**config.mk**
```make
export PLATFORM = sky130hd
export DESIGN_NAME = updown_wiper_ctrl
export DESIGN_NICKNAME = d
export VERILOG_FILES = /design/src/rtl/updown_wiper_ctrl.sv
export SDC_FILE = /design/constraint.sdc
export NUM_CORES = 1
export LEC_CHECK = 0
export ABC_CLOCK_PERIOD_IN_PS = 2900
export BUFFER_PORTS_ARGS = -buffer_cell sky130_fd_sc_hd__buf_2
export CAP_MARGIN = 20
export CORE_MARGIN = 3
export CORE_UTILIZATION = 30
export CTS_CLUSTER_SIZE = 8
export DETAILED_ROUTE_END_ITERATION = 8
export PLACE_DENSITY = 0.46
export SYNTH_ARGS = -nofsm -noshare
export SYNTH_HDL_FRONTEND = slang
export SYNTH_SLANG_ARGS = --single-unit
```
**constraint.sdc**
```tcl
create_clock -name clk -period 2.9 [get_ports clk]
set_input_delay 0.145 -clock clk [delete_from_list [all_inputs] [get_ports clk]]
set_output_delay 0.145 -clock clk [all_outputs]
set_load 0.1 [all_outputs]
```
**src/rtl/updown_wiper_ctrl.sv**
```systemverilog
module updown_wiper_ctrl #(
  parameter int CH          = 4,
  parameter int W           = 8,
  parameter int BUSY_CYCLES = 1250000,
  parameter int RESET_CODE  = 128
) (
  input  logic                      clk,
  input  logic                      rst_n,
  input  logic                      cs_n_pin,
  input  logic                      step_pin,
  input  logic                      dir_pin,
  input  logic [$clog2(CH)-1:0]     sel_pin,
  input  logic                      wp_pin,
  input  logic [1:0]                status_dsel,
  output logic [CH*W-1:0]           wiper_flat,
  output logic [CH*W-1:0]           slot_flat,
  output logic                      busy,
  output logic                      bus_disable
);
  localparam int SEL_W  = $clog2(CH);
  localparam int PW     = 4 + SEL_W;
  localparam int BUSY_W = $clog2(BUSY_CYCLES + 1);
  localparam logic [W-1:0] TOP  = {W{1'b1}};
  localparam logic [W-1:0] INIT = W'(RESET_CODE);
  localparam logic [PW-1:0] IDLE = {1'b1, {(PW-1){1'b0}}};

  logic [PW-1:0] raw, meta, sync;
  logic cs_prev, step_prev;
  logic [BUSY_W-1:0] busy_cnt;

  assign raw = {cs_n_pin, step_pin, dir_pin, wp_pin, sel_pin};

  always_ff @(posedge clk) begin
    if (!rst_n) begin
      meta      <= IDLE;
      sync      <= IDLE;
      cs_prev   <= 1'b1;
      step_prev <= 1'b0;
    end else begin
      meta      <= raw;
      sync      <= meta;
      cs_prev   <= sync[PW-1];
      step_prev <= sync[PW-2];
    end
  end

  wire             cs_s   = sync[PW-1];
  wire             step_s = sync[PW-2];
  wire             dir_s  = sync[PW-3];
  wire             wp_s   = sync[PW-4];
  wire [SEL_W-1:0] sel_s  = sync[SEL_W-1:0];

  wire move     = step_prev & ~step_s & ~cs_s;
  wire store_go = cs_s & ~cs_prev & step_s & wp_s
                & (status_dsel == 2'b00) & (busy_cnt == '0);

  assign busy        = (busy_cnt != '0);
  assign bus_disable = ~cs_s;

  always_ff @(posedge clk) begin
    if (!rst_n)              busy_cnt <= '0;
    else if (store_go)       busy_cnt <= BUSY_W'(BUSY_CYCLES);
    else if (busy_cnt != '0) busy_cnt <= busy_cnt - 1'b1;
  end

  for (genvar i = 0; i < CH; i++) begin : g_ch
    logic [W-1:0] cnt, slot;
    wire hit = (sel_s == SEL_W'(i));

    always_ff @(posedge clk) begin
      if (!rst_n) begin
        cnt  <= INIT;
        slot <= INIT;
      end else begin
        if (move && hit) begin
          if (dir_s && cnt != TOP)       cnt <= cnt + 1'b1;
          else if (!dir_s && cnt != '0)  cnt <= cnt - 1'b1;
        end
        if (store_go && hit) slot <= cnt;
      end
    end

    assign wiper_flat[i*W +: W] = cnt;
    assign slot_flat[i*W +: W]  = slot;
  end
endmodule

```
## Word level (Yosys, flattened, before mapping)

Cells that the tools add are included.

- $add $sub $neg: 9
- Equality and inequality tests: 7
- Multiplexer cells: 10
- Bitwise operators: 11
- Reductions and logical operators: 35

Operator list:

| cell | number |
|---|---|
| $mux 8 | 8 |
| $mux 21 | 2 |
| $add 8x1->8 const B | 4 |
| $ne 8x8->1 const B | 4 |
| $reduce_bool 8->1 | 4 |
| $sub 8x1->8 const B | 4 |
| $logic_not 21->1 | 1 |
| $reduce_bool 21->1 | 1 |
| $sub 21x1->21 const B | 1 |
| $logic_and 1x1->1 | 16 |
| $reduce_bool 2->1 | 5 |
| $reduce_and 2->1 | 4 |
| $and 1x1->1 | 7 |
| $eq 2x2->1 const B | 2 |
| $logic_not 2->1 | 2 |
| $not 1->1 | 4 |
| $eq 2x1->1 const B | 1 |
| $reduce_or 2->1 | 1 |
| $logic_not 1->1 | 1 |

- Register bits after elaboration: 99
- Bits of input ports: 10
- Output and inout port bits: 66
- Word-level logic and storage cells: 86

## Depth between registers and ports, before layout

Gate-level depths: netlist of the first run.

- Depth after elaboration: 7
- Depth in mapped cells: 9
- Gate-level depth less buffers: 9

## Least setup slack after synthesis of the first run

OpenSTA, ideal clock, no wires.

- Kind: reg-to-reg
- Start point: register g_ch[1].cnt[0]
- End point: register g_ch[1].cnt[7]
- Setup time: 0.121 ns
- Arrival time: 3.338 ns
- Required time: 2.779 ns
- Path slack: -0.559 ns
- Stages on the path, launching flop included: 9
- Path buffers: 0
- Period minus slack after synthesis: 3.459 ns
- Cells stage by stage: dfxtp_1 > nand4_1 > o21ai_0 > ha_1 > a21o_1 > a41oi_1 > a31oi_1 > mux2i_1 > mux2_2

- Longest elaborated chain between the ends: 4
- Elaborated cells between the ends (all ways): 10
- Those cells by class: add/sub (2); eq/ne (1); mux (2); reduce/logical (5)

RTL lines:

| what | RTL line | text |
|---|---|---|
| from (decl) | 67 | `logic [W-1:0] cnt, slot;` |
| from (signal assigned) | 76 | `if (dir_s && cnt != TOP) cnt <= cnt + 1'b1;` |
| from (signal assigned) | 77 | `else if (!dir_s && cnt != '0) cnt <= cnt - 1'b1;` |
| parallel branches: the longest is 4 deep, another holds $sub 8x1->8 | n/a |  |

Parallel ways; which one is timed is not known. The select of a mux whose other input is x is not followed.
A chain may end at the register's enable or synchronous reset.

## Worst setup path in the final report of the first run

- Start point: register sync[3]
- End point: register g_ch[2].cnt[7]

- Longest elaborated chain between the ends: 4
- Elaborated cells between the ends (all ways): 6
- Those cells by class: mux (1); reduce/logical (5)

RTL lines:

| what | RTL line | text |
|---|---|---|
| from (decl) | 27 | `logic [PW-1:0] raw, meta, sync;` |
| from (signal assigned) | 41 | `sync <= meta;` |
| $logic_not 1->1 | 77 |  |
| $logic_and 1x1->1 | 77 |  |
| $reduce_bool 2->1 (no line) | n/a |  |
| $reduce_and 2->1 (no line) | n/a |  |
| to (signal assigned) | 76 |  |
| to (signal assigned) | 77 |  |
| to (decl) | 67 |  |

Parallel ways exist; a longest one is shown, timed or not.

==> impl_metrics.env, run 1 <==
export IMPL_min_period_over_period_pct=91.7
export IMPL_cts_sinks=99
export IMPL_leakage_uw=0.00256
export IMPL_yosysSeqAreaShare_pct=38.7
export IMPL_tightest_slew_ns=0.820
export IMPL_clk_pin_slew_worst_paths_ns=0.07
export IMPL_grt_use_met1_pct=19.0
export IMPL_cts_inserted_buffers=9
export IMPL_ys_warn_count=0
export IMPL_fin_util_pct=37.1
export IMPL_synth_ff_type="dfxtp_1"
export IMPL_die_h_microns=137
export IMPL_final_net_count=685
export IMPL_yosys_cell_count_top_type="dfxtp_1"
export IMPL_grt_max_degree=37
export IMPL_placed_cell_area_sq_um=5850
export IMPL_via_count=4313
export IMPL_grt_pass1_wl_microns=21200
export IMPL_syn2layout_area_growth_pct=20.6
export IMPL_finalSetupTns_ns=0
export IMPL_switchingPower_uw=1510
export IMPL_min_period_ns=2.66
export IMPL_port_buffers=75
export IMPL_synth_top_area_share_pct=38.7
export IMPL_antenna_found_initial=0
export IMPL_wirelength_microns=12600
export IMPL_synthCells=557
export IMPL_synth_common_cells="dfxtp_1 (99), nor2_1 (64), mux2i_1 (41), a21oi_1 (34), nand2_1 (31)"
export IMPL_fp_coreArea_sq_um=16600
export IMPL_die_x_microns=137
export IMPL_ioPinCount=76
export IMPL_timing_final_max_slew_violations=0
export IMPL_drive_gt1_share_pct=24.6
export IMPL_cp_num_buf_inv=1
export IMPL_hold_class="primary input to flip-flop"
export IMPL_avgSynthCellArea_sq_um=9.19
export IMPL_endpoint_kind="flip-flop"
export IMPL_drtAntennaViolNets=0
export IMPL_setup_violations=0
export IMPL_synth_fp_nets=597
export IMPL_crit_fanout=8
export IMPL_cts_tree="done"
export IMPL_wl_per_cell_microns=14.5
export IMPL_dieArea_sq_um=18700
export IMPL_h_tree_depth=3
export IMPL_path_class="flip-flop to flip-flop"
export IMPL_place_detailed_hpwl_microns=9290
export IMPL_grt_ovfl_total=0
export IMPL_slew_headroom_pct=45.0
export IMPL_synth_edf_count=0
export IMPL_grt_use_total_pct=14.1
export IMPL_critPathTopFamily="compound AO/OA/AOI/OAI gates"
export IMPL_clk_latency_ns=0.35
export IMPL_synth_area_sq_um=5120
export IMPL_rsz0062_at_grt="false"
export IMPL_antenna_cells=0
export IMPL_drt_iter0_markers=232
export IMPL_synthArstFlopShare_pct=0
export IMPL_ys_types=62
export IMPL_clkPwrFrac_pct=28.3
export IMPL_initial_core_util_pct=30.8
export IMPL_combPwrFrac_pct=31.4
export IMPL_num_rows=47
export IMPL_stdcell_area_sq_um=6170
export IMPL_root_buffer="clkbuf_16"
export IMPL_status="completed"
export IMPL_netlist_top_cell_by_area="dfxtp_1"
export IMPL_swShare_pct=37.3
export IMPL_intPower_uw=2550
export IMPL_max_cap_viol_count=0
export IMPL_slowest_delay_ns=0.60
export IMPL_cts_path_max_buffers=2
export IMPL_netlist_top_cells_area="dfxtp_1 (39%), mux2i_1 (8.0%), ha_1 (6.4%)"
export IMPL_p_per_area_nw_per_um2=657
export IMPL_crit_arrival_ns=2.90
export IMPL_crit_chain="o21a_1 -> inv_1 -> ha_1 -> a21o_1 -> a41o_1 -> o21ai_0 -> mux2i_1 -> mux2_2"
export IMPL_slowest_stage="dfxtp_1"
export IMPL_busiest_layer="met2"
export IMPL_crit_required_ns=3.14
export IMPL_met2_usage_pct=22.3
export IMPL_gp_congestion=0.839
export IMPL_use_met3_pct=2.54
export IMPL_dp_cells=850
export IMPL_ir_drop_mv=0.306
export IMPL_ys_ff_latch=99
export IMPL_hold_viol=0
export IMPL_fmax_ghz=0.376
export IMPL_power_frac_seq_pct=40.2
export IMPL_fin_cells=870
export IMPL_startpoint_type="flip-flop"
export IMPL_routed_via_density=4.96
export IMPL_drc_errors=0
export IMPL_skew_ns=0.00872
export IMPL_firstDrtPassIters=4
export IMPL_grt_pass1_vias=4272
## cells in the final DEF (no fill, tap or decap), types with 3 or more instances in the layout
cell type | Yosys | final
a21oi_1 | 34 | 34
a211oi_1 | 10 | 10
dlygate4sd3_1 | 0 | 4
nand3_1 | 10 | 10
and2_1 | 11 | 11
xnor2_1 | 16 | 16
nand2b_1 | 17 | 17
clkbuf_16 | 0 | 9
nand2_1 | 31 | 31
nor3b_1 | 3 | 3
nor4_4 | 5 | 5
or3_1 | 5 | 5
o21ai_1 | 2 | 3
nor2_1 | 64 | 64
buf_4 | 0 | 14
a311oi_1 | 5 | 5
dfxtp_1 | 99 | 67
nor2b_1 | 3 | 3
nor4_1 | 9 | 9
nor3_1 | 14 | 14
mux2_2 | 5 | 5
and3_1 | 4 | 4
ha_1 | 26 | 26
o31ai_1 | 4 | 4
or4_1 | 3 | 3
dfxtp_2 | 0 | 32
nand4_1 | 9 | 9
a21o_1 | 10 | 10
o21ai_0 | 21 | 19
a31oi_1 | 5 | 5
buf_2 | 2 | 75
xor2_1 | 4 | 4
mux2i_1 | 41 | 41
fa_1 | 4 | 4
nand3b_1 | 3 | 3
o21a_1 | 5 | 5
inv_1 | 21 | 20
## final timing paths
| kind | startpoint | to | slack [ns] | depth (start not counted) |
|---|---|---|---|---|
| max | sync[3]$_SDFF_PN0_ | g_ch[2].cnt[7]$_SDFFE_PN1P_ | 0.24 | 8 |
| min | sel_pin[0] | meta[0]$_SDFF_PN0_ | 0.04 | 2 |
| min reg2reg | meta[5]$_SDFF_PN1_ | sync[5]$_SDFF_PN1_ | 0.43 | 1 |
| max reg2reg | sync[3]$_SDFF_PN0_ | g_ch[2].cnt[7]$_SDFFE_PN1P_ | 0.24 | 8 |
## kinds of logic after synthesis
logic type	after synthesis	share of synthesized area, %
XOR/XNOR	20	3.42
buffers and inverters	37	2.76
AO/OA/AOI/OAI	119	15.3
adder cells (fa/ha/maj)	30	7.92
multiplexers	46	9.12
flip-flops	99	38.7
AND/OR/NAND/NOR	206	22.8
## power groups by stage
stage	clock, uW	combinational [uW]	sequential, uW
3_3_place_gp	0	1270	1660
2_1_floorplan	0	1010	1640
6_report	1150	1270	1630
5_1_grt	1250	1430	1660
3_5_place_dp	0	1280	1660
4_1_cts	1200	1290	1630
## sequential cells by signal, summed over array words and instances (netlist names)
register,count
g_ch.cnt,32
g_ch.slot,32
busy_cnt,21
meta,6
sync,6
cs_prev,1
step_prev,1
## area by class of cell
| cell class | count | area [sq um] |
|---|---|---|
| multi-input cells | 421 | 3000 |
| flip-flops and latches | 99 | 2020 |
| clock inverters | 7 | 52.6 |
| fillers | 1737 | 10500 |
| clock buffers | 9 | 225 |
| inverters | 21 | 78.8 |
| well taps | 220 | 275 |
| repair buffers | 93 | 520 |
## routing by layer
metal / part of all wire [%] / up-vias
met1: 48 / 2019
met5: 0 / -
met4: 1.8 / 0
met3: 3.1 / 15
met2: 47 / 66
li1: - / 2213
## what timing repair did
item | 4_1_cts | 5_1_grt
hold endpoints to repair | 4 | 0
hold buffers | 4 | 0
endpoints found under the setup margin | 0 | 1
gates resized for setup | 0 | 1
setup buffers | 0 | 0
## through the flow
stage | setup WS (ns) | power, uW | hold WS, ns
final | 0.241 | 4060 | 0.0360
after global routing | 0.102 | 4340 | 0.0336
after CTS | 0.219 | 4130 | 0.0107
after detailed placement | 0.223 | 2950 | 0.339
after global placement | 0.283 | 2930 | 0.344
after floorplan | 0.0525 | 2640 | 0.246
Note: power is estimated with default switching activity, not from simulation.
==> inputs of run 2 (changes only) <==
CORE_MARGIN = 4   (was 3)
CORE_UTILIZATION = 40   (was 30)
PLACE_DENSITY = 0.59   (was 0.46)
==> run 2 against run 1 <==
Core utilization grew 11 points. Worst setup slack lost 0.067 ns. Sequential power is essentially flat. Register-to-register slack lost 0.07 ns. Total power grew 0.85%. Sequential share of layout area grew 0.47 points. Clock power grew 6%. Global-route usage grew 2.7 points. Critical path depth is the same. Critical endpoint unchanged.
==> impl_metrics.env, run 2 (synthesis gave the netlist of run 1 again) <==
export IMPL_fmax_ghz=0.367
export IMPL_slowest_delay_ns=0.64
export IMPL_num_rows=41
export IMPL_clk_latency_ns=0.35
export IMPL_fin_util_pct=48.4
export IMPL_place_detailed_hpwl_microns=8630
export IMPL_routed_via_density=5.33
export IMPL_die_h_microns=121
export IMPL_initial_core_util_pct=40.7
export IMPL_crit_fanout=8
export IMPL_worstRegToRegCells=8
export IMPL_cts_sinks=99
export IMPL_antenna_found_initial=0
export IMPL_wl_per_cell_microns=14.7
export IMPL_path_class="flip-flop to flip-flop"
export IMPL_layout_common_cells="buf_2 (75), dfxtp_1 (67), nor2_1 (64), mux2i_1 (41), a21oi_1 (34)"
export IMPL_critPathTopFamily="compound AO/OA/AOI/OAI gates"
export IMPL_syn2layout_area_growth_pct=18.9
export IMPL_crit_required_ns=3.14
export IMPL_cts_tree="done"
export IMPL_final_net_count=678
export IMPL_hold_viol=0
export IMPL_grt_use_total_pct=16.9
export IMPL_r2r_end="g_ch[2].cnt[7]$_SDFFE_PN1P_"
export IMPL_wirelength_microns=12000
export IMPL_fin_cells=815
export IMPL_via_count=4340
export IMPL_grt_ovfl_total=0
export IMPL_rsz0062_at_grt="false"
export IMPL_cts_inserted_buffers=9
export IMPL_cts_path_max_buffers=2
export IMPL_drt_iter0_markers=201
export IMPL_stdcell_area_sq_um=6090
export IMPL_crit_path_start="sync[3]$_SDFF_PN0_"
export IMPL_crit_chain="o21a_1 -> inv_1 -> ha_1 -> a21o_1 -> a41o_1 -> o21ai_0 -> mux2i_1 -> mux2_2"
export IMPL_critical_path_depth=8
export IMPL_leakage_uw=0.00255
export IMPL_crit_arrival_ns=2.97
export IMPL_drive_gt1_share_pct=24.0
export IMPL_slowest_stage="dfxtp_1"
export IMPL_dp_cells=796
export IMPL_p_per_area_nw_per_um2=672
export IMPL_reg2reg_from="sync[3]$_SDFF_PN0_"
export IMPL_gp_congestion=0.847
export IMPL_layout_commonest_cell="buf_2"
export IMPL_root_buffer="clkbuf_16"
export IMPL_status="completed"
export IMPL_timing_final_max_slew_violations=0
export IMPL_endpoint="g_ch[2].cnt[7]$_SDFFE_PN1P_"
export IMPL_min_period_over_period_pct=94.0
export IMPL_die_x_microns=121
export IMPL_grt_max_degree=37
export IMPL_slew_headroom_pct=44.2
export IMPL_fp_coreArea_sq_um=12600
export IMPL_dieArea_sq_um=14700
export IMPL_drc_errors=0
export IMPL_cp_num_buf_inv=1
export IMPL_rrSetupSlack_ns=0.17
export IMPL_layout_top_registers="g_ch.cnt (32), g_ch.slot (32), busy_cnt (21)"
export IMPL_min_period_ns=2.73
export IMPL_h_tree_depth=3
export IMPL_setup_violations=0
export IMPL_port_buffers=75
export IMPL_antenna_cells=0
export IMPL_startpoint_type="flip-flop"
export IMPL_drtAntennaViolNets=0
export IMPL_placed_cell_area_sq_um=5750
export IMPL_grt_pass1_vias=4160
export IMPL_hold_class="primary input to flip-flop"
export IMPL_grt_pass1_wl_microns=20100
export IMPL_tightest_slew_ns=0.832
export IMPL_cts_setup_buffers=0
export IMPL_clk_pin_slew_worst_paths_ns=0.07
export IMPL_finalSetupTns_ns=0
export IMPL_ir_drop_mv=0.258
export IMPL_firstDrtPassIters=4
export IMPL_ioPinCount=76
export IMPL_max_cap_viol_count=0
export IMPL_skew_ns=0.00759
export IMPL_endpoint_kind="flip-flop"
-- run 2: power breakdown --
| part | switching (uW) | internal, uW |
|---|---|---|
| registers | 148 | 1490 |
| clock network | 523 | 694 |
| logic | 797 | 440 |
| total | 1470 | 2620 |
-- run 2: metal layers --
| layer | part of all wire (%) | global-route usage (%) | vias up |
|---|---|---|---|
| met5 | 0 | 0 | - |
| met4 | 2.3 | 7.63 | 0 |
| met3 | 4.3 | 3.50 | 18 |
| met2 | 47 | 26.9 | 76 |
| met1 | 47 | 21.9 | 2047 |
| li1 | - | - | 2199 |
-- run 2: layout make-up --
class,instances,area [sq um]
inverters,21,78.8
clock buffers,10,239
fillers,1213,6480
repair buffers,86,465
multi-input cells,421,3000
well taps,172,215
clock inverters,6,62.6
flip-flops and latches,99,2020
-- run 2: timing repair --
action	CTS	global route
gates resized for setup	0	2
hold buffers	3	0
endpoints found under the hold margin	3	0
endpoints found under the setup margin	0	2
-- run 2: per-stage QoR --
stage               hold slack, ns  total power [uW]  setup slack (ns)
floorplan                    0.246              2640            0.0525
global placement             0.345              2870             0.266
detailed placement           0.340              2890             0.201
CTS                        0.00753              4130             0.173
global route                0.0146              4350            0.0341
finish                      0.0123              4090             0.175
-- run 2: how the worst min path moves through the flow --
stage          slack, ns  startpoint            endpoint  cells past startpoint
4_1_cts            0.008     dir_pin  meta[3]$_SDFF_PN0_                      2
2_1_floorplan       0.25    cs_n_pin  meta[5]$_SDFF_PN1_                      1
3_3_place_gp        0.35    cs_n_pin  meta[5]$_SDFF_PN1_                      2
3_5_place_dp        0.34    cs_n_pin  meta[5]$_SDFF_PN1_                      2
6_report            0.01     dir_pin  meta[3]$_SDFF_PN0_                      2
5_1_grt             0.01  sel_pin[0]  meta[0]$_SDFF_PN0_                      2
==> inputs of run 3 (changes only) <==
==> constraint.sdc (replaced) <==
create_clock -name clk -period 2.9 [get_ports clk]
set_input_delay 0.435 -clock clk [delete_from_list [all_inputs] [get_ports clk]]
set_output_delay 0.435 -clock clk [all_outputs]
set_load 0.1 [all_outputs]
==> run 3 against run 2 <==
Clock power is 9.8% higher. Clock-buffer cell count grew 3. Combinational power about the same. Highest routed layer unchanged. Sequential power about the same.
==> impl_metrics.env, run 3 (synthesis gave the netlist of run 1 again) <==
export IMPL_fin_util_pct=48.5
export IMPL_min_period_ns=2.75
export IMPL_clk_latency_ns=0.35
export IMPL_drc_errors=0
export IMPL_path_class="flip-flop to flip-flop"
export IMPL_dieArea_sq_um=14700
export IMPL_endpoint_kind="flip-flop"
export IMPL_crit_required_ns=3.13
export IMPL_cts_path_max_buffers=2
export IMPL_h_tree_depth=3
export IMPL_syn2layout_area_growth_pct=19.1
export IMPL_min_period_over_period_pct=94.9
export IMPL_clkPwrFrac_pct=31.8
export IMPL_cts_tree="done"
export IMPL_cts_sinks=99
export IMPL_fin_cells=813
export IMPL_drive_gt1_share_pct=23.9
export IMPL_p_per_area_nw_per_um2=693
export IMPL_root_buffer="clkbuf_16"
export IMPL_fmax_ghz=0.364
export IMPL_wl_per_cell_microns=14.6
export IMPL_layout_top_registers="g_ch.cnt (32), g_ch.slot (32), busy_cnt (21)"
export IMPL_fillCellCount=1197
export IMPL_die_h_microns=121
export IMPL_layout_commonest_cell="buf_2"
export IMPL_hold_viol=0
export IMPL_clk_pin_slew_worst_paths_ns=0.07
export IMPL_grt_use_total_pct=16.6
export IMPL_grt_max_degree=32
export IMPL_hold_class="primary input to flip-flop"
export IMPL_num_rows=41
export IMPL_setup_violations=0
export IMPL_firstDrtPassIters=5
export IMPL_initial_core_util_pct=40.7
export IMPL_grt_ovfl_total=0
export IMPL_leakage_uw=0.00255
export IMPL_rsz0062_at_grt="false"
export IMPL_place_detailed_hpwl_microns=8660
export IMPL_drt_iter0_markers=187
export IMPL_via_count=4318
export IMPL_finalSetupTns_ns=0
export IMPL_cts_inserted_buffers=9
export IMPL_crit_arrival_ns=2.98
export IMPL_ir_drop_mv=0.313
export IMPL_fp_coreArea_sq_um=12600
export IMPL_ioPinCount=76
export IMPL_final_net_count=676
export IMPL_intPower_uw=2770
export IMPL_drtAntennaViolNets=0
export IMPL_port_buffers=75
export IMPL_wirelength_microns=11900
export IMPL_combPwrFrac_pct=29.5
export IMPL_die_x_microns=121
export IMPL_status="completed"
export IMPL_switchingPower_uw=1460
export IMPL_swShare_pct=34.6
export IMPL_layout_common_cells="buf_2 (75), dfxtp_1 (67), nor2_1 (64), mux2i_1 (41), a21oi_1 (34)"
export IMPL_antenna_found_initial=0
export IMPL_grt_pass1_vias=4093
export IMPL_startpoint_type="flip-flop"
export IMPL_timing_final_max_slew_violations=0
export IMPL_gp_congestion=0.848
export IMPL_antenna_cells=0
export IMPL_slew_headroom_pct=45.5
export IMPL_routed_via_density=5.31
export IMPL_crit_fanout=8
export IMPL_grt_pass1_wl_microns=19800
export IMPL_tightest_slew_ns=0.812
export IMPL_skew_ns=0.0112
export IMPL_power_frac_seq_pct=38.7
export IMPL_dp_cells=797
export IMPL_cts_hold_buf=0
export IMPL_max_cap_viol_count=0
run 3: per-stage QoR:
stage               area [sq um]  hold WS (ns)  power (uW)  setup WS [ns]
floorplan                   5160         0.386        2640         0.0525
global placement            5760         0.400        2890          0.261
detailed placement          5760         0.394        2900          0.216
CTS                         6090         0.265        4250          0.184
global route                6100         0.272        4470        0.00398
finish                      6100         0.275        4230          0.149
run 3: worst paths after layout:
kind                            from                          end  slack (ns)  cells past startpoint
setup / recovery  sync[3]$_SDFF_PN0_  g_ch[2].cnt[7]$_SDFFE_PN1P_        0.15                      8
hold / removal              cs_n_pin           meta[5]$_SDFF_PN1_        0.28                      2
setup reg to reg  sync[3]$_SDFF_PN0_  g_ch[2].cnt[7]$_SDFFE_PN1P_        0.15                      8
hold reg to reg   meta[5]$_SDFF_PN1_           sync[5]$_SDFF_PN1_        0.41                      1
run 3: per-layer routing:
layer | GRT usage [%] | up-vias | part of all wire, %
met1 | 21.8 | 2009 | 48
li1 | - | 2199 | -
met3 | 3.40 | 18 | 3.7
met4 | 7.21 | 0 | 2.1
met5 | 0 | - | 0
met2 | 26.3 | 92 | 46
run 3: final cells by class:
cell class	instances	area (sq um)	area share, %
Multi-Input combinational cell	421	3000	49.2
Clock inverter	3	68.8	1.13
Clock buffer	13	270	4.43
Sequential cell	99	2020	33.2
Timing Repair Buffer	84	443	7.26
Inverter	21	78.8	1.29
Tap cell	172	215	3.53
run 3: power groups by stage:
stage               Combinational (uW)  Sequential, uW  Clock [uW]
floorplan                         1010            1640           0
global placement                  1230            1660           0
detailed placement                1240            1660           0
CTS                               1250            1630        1370
global route                      1380            1660        1430
finish                            1250            1640        1340
run 3: critical path, stage by stage, from the launching register on:
cell and delay, ns:
dfxtp_1 0.62, o21a_1 0.26, inv_1 0.16, ha_1 0.32, a21o_1 0.19, a41o_1 0.25
o21ai_0 0.22, mux2i_1 0.26, mux2_2 0.36
run 3: timing repair:
item | CTS | global route
resized for setup | 0 | 1
setup buffers | 0 | 0
endpoints found under the setup margin | 0 | 1
endpoints found under the hold margin | 0 | 0
